[src/rtl/cenc_pkg.sv]
package cenc_pkg;
  localparam int STATE_W = 5;
  localparam int WIN_W   = STATE_W + 1;
  localparam int N_OUT   = 2;
  // Window bit k carries the bit delayed by k steps; bit 0 is the current bit.
  // Entry 0 drives the most significant symbol bit.
  localparam logic [WIN_W-1:0] TAPS [N_OUT] = '{6'b101011, 6'b111101};
endpackage

[src/rtl/cenc_state_reg.sv]
module cenc_state_reg #(
  parameter int W = 5
) (
  input  logic         clk,
  input  logic         rst,
  input  logic         adv,
  input  logic         din,
  output logic [W-1:0] state_o
);
  // state_o[0] holds the most recent bit, state_o[W-1] the oldest.
  always_ff @(posedge clk) begin
    if (rst)
      state_o <= '0;
    else if (adv)
      state_o <= {state_o[W-2:0], din};
  end
endmodule

[src/rtl/cenc_parity.sv]
module cenc_parity #(
  parameter int         W    = 6,
  parameter logic [W-1:0] MASK = '0
) (
  input  logic [W-1:0] win_i,
  output logic         par_o
);
  assign par_o = ^(win_i & MASK);
endmodule

[src/rtl/cenc_out_reg.sv]
module cenc_out_reg #(
  parameter int N = 2
) (
  input  logic         clk,
  input  logic         rst,
  input  logic         v_i,
  input  logic [N-1:0] sym_i,
  output logic         v_o,
  output logic [N-1:0] sym_o
);
  always_ff @(posedge clk) begin
    if (rst) begin
      v_o   <= 1'b0;
      sym_o <= '0;
    end else begin
      v_o <= v_i;
      if (v_i)
        sym_o <= sym_i;
    end
  end
endmodule

[src/rtl/conv_enc_r2.sv]
module conv_enc_r2
  import cenc_pkg::*;
(
  input  logic             clk,
  input  logic             rst,
  input  logic             in_valid,
  input  logic             in_bit,
  input  logic             flush,
  output logic             out_valid,
  output logic [N_OUT-1:0] out_sym
);
  logic               accept;
  logic               din;
  logic [STATE_W-1:0] state_q;
  logic [WIN_W-1:0]   window;
  logic [N_OUT-1:0]   code;

  assign accept = in_valid | flush;
  assign din    = in_bit & ~flush;
  assign window = {state_q, din};

  cenc_state_reg #(.W(STATE_W)) u_state (
    .clk     (clk),
    .rst     (rst),
    .adv     (accept),
    .din     (din),
    .state_o (state_q)
  );

  for (genvar k = 0; k < N_OUT; k++) begin : g_par
    cenc_parity #(.W(WIN_W), .MASK(TAPS[k])) u_par (
      .win_i (window),
      .par_o (code[N_OUT-1-k])
    );
  end

  cenc_out_reg #(.N(N_OUT)) u_out (
    .clk   (clk),
    .rst   (rst),
    .v_i   (accept),
    .sym_i (code),
    .v_o   (out_valid),
    .sym_o (out_sym)
  );
endmodule

[config.mk]
export PLATFORM = sky130hd
export DESIGN_NAME = conv_enc_r2
export DESIGN_NICKNAME = d
export VERILOG_FILES = /design/src/rtl/cenc_pkg.sv /design/src/rtl/cenc_state_reg.sv /design/src/rtl/cenc_parity.sv /design/src/rtl/cenc_out_reg.sv /design/src/rtl/conv_enc_r2.sv
export SDC_FILE = /design/constraint.sdc
export NUM_CORES = 1
export LEC_CHECK = 0
export ABC_AREA = 0
export ABC_CLOCK_PERIOD_IN_PS = 2500
export BUFFER_PORTS_ARGS = -buffer_cell sky130_fd_sc_hd__clkbuf_2
export CORE_AREA = 4 4 41 43
export DETAILED_ROUTE_END_ITERATION = 6
export DIE_AREA = 0 0 45 47
export HOLD_SLACK_MARGIN = 0.08
export SLEW_MARGIN = 20
export SYNTH_ARGS = -nofsm -noshare
export SYNTH_HDL_FRONTEND = slang
export SYNTH_SLANG_ARGS = --single-unit
[constraint.sdc]
create_clock -name clk -period 2.5 [get_ports clk]
set_input_delay 0.75 -clock clk [delete_from_list [all_inputs] [get_ports clk]]
set_output_delay 0.75 -clock clk [all_outputs]
set_load 0.01 [all_outputs]
# Word-level counts from Yosys, hierarchy flattened
# Cells that the tools add are included.
word_totals:
  regBits: 8
  latch_bits: 0
  ramBits: 0
  mem_bits_ro: 0
  input_bits: 5
  output_inout_bits: 3
  elab_cells: 8
  n_memories: 0
op_classes:
  add_sub_neg: 0
  n_mul: 0
  div_mod_pow: 0
  magnitude_cmp: 0
  eq_ne: 0
  n_shift: 0
  muxes: 0
  n_bitwise: 3
  reduce_logical: 2
op_table:
  columns: ["cell", "count"]
  rows:
  - ["parity 6 bit", 2]
  - ["AND 1 bit", 1]
  - ["inverter 1 bit", 1]
  - ["OR 1 bit", 1]

# Depth between registers and ports, before layout
# Gate-level depths: netlist (run 1).
depth:
  word_depth: 3
  ltp_mapped: 4
  ltp_nobuf: 4

# Modules after synthesis
# A second synthesis (run 1) with hierarchy kept.
hier_totals:
  hier_cells: 32
  hier_area_um2: 355.3
by_module_without_submodules:
  columns: ["module", "instances", "cells_per_inst", "area_each_um2", "seq_area_each_um2"]
  rows:
  - ["cenc_state_reg", 1, 16, 180.2, 100.1]
  - ["cenc_out_reg", 1, 8, 93.8, 60.1]
  - ["cenc_parity (g_par[1].u_par)", 1, 3, 40.0, 0.0]
  - ["cenc_parity (g_par[0].u_par)", 1, 3, 26.3, 0.0]
  - ["conv_enc_r2", 1, 2, 15.0, 0.0]

# Worst setup path after synthesis (run 1)
# OpenSTA, ideal clock, no wires.
synth_path:
  kind: "input to register"
  start: "in in_bit"
  end: "reg u_out.sym_o[1]"
  setup_time_ps: 79
  arrival_ps: 1395
  required_time_ps: 2421
  path_slack_ps: 1026
  stages: 4
  n_path_buf: 0
  cell_sequence: "nor2b_1 > xnor2_1 > xnor2_1 > a211oi_2"
synth_via:
  elab_chain_len: 2
synth_lines:
  columns: ["element", "line_no", "rtl"]
  rows:
  - ["start, declared", "conv_enc_r2.sv:7", "input logic in_bit,"]
  - ["AND 1 bit", "conv_enc_r2.sv:19", "assign din = in_bit & ~flush;"]
  - ["parity 6 bit", "cenc_parity.sv:8", "assign par_o = ^(win_i & MASK);"]
  - ["end signal, assigned", "cenc_out_reg.sv:18", "sym_o <= sym_i;"]
  - ["end, declared", "cenc_out_reg.sv:9", "output logic [N-1:0] sym_o"]
# No other way between the ends.
# A chain may end at the register's enable or synchronous reset.

# Worst setup path after layout (run 1)
layout_path:
  start: "reg u_out.sym_o[0]"
  end: "out out_sym[0]"
layout_rtl:
  columns: ["element", "line_no", "rtl"]
  rows:
  - ["end, declared", "conv_enc_r2.sv:10", "output logic [N_OUT-1:0] out_sym"]
# No word-level cell between the ends.

==> results.ini, run 1 <==
[cts]
cts-resized-gates=0
clock_sinks=8
clk_pin_slew_ns=0.05
post_cts_buffers=0
clk_latency_ns=0.25
cts_tree=built
cts_max_path_buffers=2
htreeDepth=1
cts_inserted_buffers=3
postCtsHoldBufs=0
root_buffer=clkbuf_4

[timing]
hold_viol_final=0
grt_setup_unrepaired=false
timing.hold.ws_ns=0.470
fmax_mhz=681
fin_skew_ns=0.00158
fin_crit_ns=1.47
fin_crit_sh=0.588
worst_pin_slew_ns=0.388
finalSetupTns_ns=0
final_max_slew_viol_count=0
setup_viol=0
slew_headroom=0.740

[synth]
synth_top_cell_area_share=0.483
ys_warn_count=0
synth_top_family_by_area=simple AND/OR/NAND/NOR gates
ys_types=14
synth_mux_area_frac=0.0302
syn_nets=44
synth-xor-area-share=0.106
synthTopCellsByArea=dfxtp_1 (48%), nand2_1 (11%), xnor2_1 (7.9%)
seq_area_frac_synth=0.483
synth_seq_cells=8
syn_area_sq_um=332
yosys.area_share.adder=0
synth_compound_area_frac=0.121
syn_inst=39
yosysTopAreaCell=dfxtp_1
yosys.area_share.simple=0.238
avgSynthCellArea_sq_um=8.50

[global_routing]
antenna_found_initial=0
grt-busiest-layer=met2
use_met1=0.0709
grt_max_degree=10
grt_pass1_vias=247
grt-ovfl-total=0
grt_util_all_layers=0.0697
grt_pass1_wl_microns=972
grt_util_met2=0.0904
gr-usage-met3=0.0728

[routing]
drc_errors=0
viasPerCell=4.37
wl_microns=570
drt-wirelength-per-cell_microns=9.19
drt_first_pass_iters=1
antenna_left=0
drtIter0Drc=0
vias=271

[die]
die-area_sq_um=2120
core_area_sq_um=1300
fp.dieH_microns=47
pin_count=8
num_rows=13
fp.dieW_microns=45
initial_utilization=0.255

[critical_path]
cp-end-kind=primary output
cp.buffers_inverters=1
startpoint_type=register
arrival_ns=0.72
critPathMaxStageDelay_ns=0.33
timing.critical_path.cells=clkbuf_2
cp.required_ns=1.75
path_delay_family=flip-flops
path_class=register to primary output
slowest_stage=dfxtp_1
crit_fanout=2

[status]
outcome=finished clean

[pwr]
finalPower_uw=257
power_density_nw_per_um2=641
p_leak_nw=0.156
ir_worst_vdd_uv=239

[final_layout]
layout_commonest_cell=nand2_1
antenna_cells=0
layoutNonFillerInstCount=62
syn2layout_area_growth_pct=20.8
layout_common_cells=nand2_1 (10), dfxtp_1 (8), clkbuf_2 (7), a21oi_1 (4)
fin_area_sq_um=400
drive_above_1_share=0.255
nets=54

[placement]
portBuffers=7
dp_cells=59
dpl_cell_area_sq_um=378
gp_congestion=0.689
hpwl_microns=440

[worst_hold_path]
hold_path_class=register to register

[job]
maxCapViolations=0

-- layout make-up --
type	count	area, sq um
Fill cell	148	901
Multi-Input combinational cell	29	164
Sequential cell	8	160
Timing Repair Buffer	7	35.0
Clock buffer	3	22.5
Tap cell	15	18.8
-- routing by layer --
metal,routed length (microns),share of wire
met3,71,0.12
met1,263,0.46
met5,0,0
met4,11,0.019
met2,224,0.39
-- synthesized netlist by cell type --
cell      count
dfxtp_1       8
nand2_1      10
mux2i_1       1
or2_2         1
a21oi_1       4
nor2b_1       1
xor2_1        1
nor3_1        2
nand3b_1      1
o211ai_1      1
nor2_1        3
clkbuf_1      2
a211oi_2      1
xnor2_1       3
-- worst paths after layout --
kind	slack [ns]	start	cells after the start	endpoint
setup reg to reg	1.36	u_state.state_o[2]	4	u_out.sym_o[1]
hold reg to reg	0.47	u_state.state_o[4]	2	u_state.state_o[4]
setup / recovery	1.03	u_out.sym_o[0]	1	out_sym[0]
hold / removal	0.47	u_state.state_o[4]	2	u_state.state_o[4]
-- power breakdown --
group / internal (mW) / leakage (nW) / switching, mW
clock network: 0.0548 / 0.0138 / 0.0418
logic: 0.0113 / 0.0765 / 0.0141
registers: 0.132 / 0.0653 / 0.00239
-- cells by family after synthesis --
logic type      Yosys count
compound gates            6
mux                       1
simple gates             18
flops                     8
xor+xnor                  4
buf+inv                   2
-- tightest hold or removal path: stages (launching register included) --
cell	delay, ns
dfxtp_1	0.32
nand2_1	0.06
a21oi_1	0.05
-- per-stage QoR --
stage	setup slack, ns	util
finish	1.03	0.308
global placement	0.885	0.290
CTS	1.02	0.308
detailed placement	0.866	0.290
global route	0.996	0.308
floorplan	1.03	-
-- sequential cells by signal, indices dropped and copies added, names as in the netlist --
| signal | flops |
|---|---|
| u_state.state_o | 5 |
| u_out.sym_o | 2 |
| u_out.v_o | 1 |
Power figures use the tool's default switching activity.
==> run 2: changes to the inputs <==
ABC_CLOCK_PERIOD_IN_PS = 1400   (was 2500)
clock period = 1.4 ns   (was 2.5 ns; I/O delays follow)
==> run 2 against run 1 <==
  * Critical endpoint is now out_sym[1]
  * Setup slack worse by 0.76 ns
  * Largest power group unchanged
  * First-iteration DRC count rose by 5
  * Critical path type unchanged
  * Global-route usage up 0.48 points
  * Clock power is 79% higher
  * Largest cell class unchanged
  * Sequential power rose by 78%
==> results.ini, run 2 (synthesized netlist as in run 1, its figures left out) <==
[cts]
cts-resized-gates=0
post_cts_buffers=0
cts_inserted_buffers=3
clk_pin_slew_ns=0.05
htreeDepth=1
cts_tree=built
cts_max_path_buffers=2
clk_latency_ns=0.25
postCtsHoldBufs=0
clock_sinks=8
root_buffer=clkbuf_4

[critical_path]
rr_worst_depth=4
startpoint_type=register
critPathMaxStageDelay_ns=0.33
timing.critical_path.cells=clkbuf_2
cp.buffers_inverters=1
regToRegEndpoint=u_out.sym_o[1]
path_class=register to primary output
slowest_stage=dfxtp_1
ff2ff_setup_slack_ns=0.33
path_delay_family=flip-flops
crit_fanout=2
cp.required_ns=0.98
arrival_ns=0.71
cp-end-kind=primary output
r2r_start=u_state.state_o[2]
critPathLaunch=u_out.sym_o[1]

[global_routing]
grt_pass1_vias=242
grt_pass1_wl_microns=972
grt_util_all_layers=0.0744
grt-ovfl-total=0
grt_max_degree=10
antenna_found_initial=0

[routing]
drtIter0Drc=5
vias=275
antenna_left=0
drt-wirelength-per-cell_microns=9.00
drt_first_pass_iters=2
drc_errors=0
wl_microns=576
viasPerCell=4.30

[timing]
fin_crit_ns=1.13
fmax_mhz=885
grt_setup_unrepaired=false
slew_headroom=0.858
worst_pin_slew_ns=0.212
final_max_slew_viol_count=0
finalSetupTns_ns=0
fin_crit_sh=0.807
setup_viol=0
fin_skew_ns=0.00364
hold_viol_final=0

[die]
initial_utilization=0.255
die-area_sq_um=2120
num_rows=13
fp.dieH_microns=47
pin_count=8
fp.dieW_microns=45
core_area_sq_um=1300

[placement]
portBuffers=7
gp_congestion=0.651
hpwl_microns=425

[pwr]
combPwrFrac=0.109
switchingPower_uw=105
p_int_uw=358
ir_worst_vdd_uv=379
p_clk_frac=0.373
power_density_nw_per_um2=1120
pwr-share-seq=0.519
swShare=0.227
p_leak_nw=0.166

[job]
maxCapViolations=0

[final_layout]
multi_input_area_sq_um=164
nets=56
largest_reg_flops=5
drive_above_1_share=0.286
reg.largest.list=u_state.state_o: 5 flops, u_out.sym_o: 2 flops, u_out.v_o: 1 flops
largest-register=u_state.state_o
postLayoutCoreUtil=0.319
fill_cells=142
layout_common_cells=nand2_1 (10), dfxtp_1 (8), clkbuf_2 (7), a21oi_1 (4)
layout_commonest_cell=nand2_1
antenna_cells=0
syn2layout_area_growth_pct=25.3
regArea_sq_um=160

[worst_hold_path]
hp-start=flush
min_path_cells=2
hold_path_end=u_state.state_o[0]
hold_path_class=input pin to register

[status]
outcome=finished clean

[run 2: cell type report]
cell class | count | share of cell area
multi-input cells | 29 | 0.395
flip-flops and latches | 8 | 0.386
repair buffers | 9 | 0.120
clock buffers | 3 | 0.0542
well taps | 15 | 0.0452
[run 2: power groups by stage]
| stage | clock [mW] | sequential, mW | combinational, mW |
|---|---|---|---|
| 3_3_place_gp | 0 | 0.245 | 0.0507 |
| 3_5_place_dp | 0 | 0.245 | 0.0508 |
| 2_1_floorplan | 0 | 0.248 | 0.0275 |
| 4_1_cts | 0.184 | 0.240 | 0.0510 |
| 5_1_grt | 0.204 | 0.241 | 0.0556 |
| 6_report | 0.173 | 0.240 | 0.0504 |
[run 2: metrics by stage]
stage               setup slack, ns  power (mW)  instances  area (sq um)  hold slack [ns]
floorplan                     0.256       0.275         39           332            0.444
global placement              0.163       0.296         61           393            0.461
detailed placement            0.166       0.296         61           393            0.460
CTS                           0.257       0.475         64           415            0.369
global route                  0.212       0.500         64           415            0.371
finish                        0.270       0.463         64           415            0.379
[run 2: worst max path at each step]
stage / slack [ns] / cells past startpoint / endpoint
4_1_cts: 0.26 / 1 / out_sym[1]
5_1_grt: 0.21 / 4 / u_out.sym_o[1]
3_5_place_dp: 0.17 / 5 / u_out.sym_o[1]
3_3_place_gp: 0.16 / 5 / u_out.sym_o[1]
6_report: 0.27 / 1 / out_sym[1]
2_1_floorplan: 0.26 / 4 / u_out.sym_o[1]
[run 2: routing by layer]
layer,track usage,vias up,wire [microns]
met1,0.0686,116,275
met4,0.0526,0,10
met5,0,-,0
li1,-,149,-
met3,0.0805,2,63
met2,0.0960,8,226
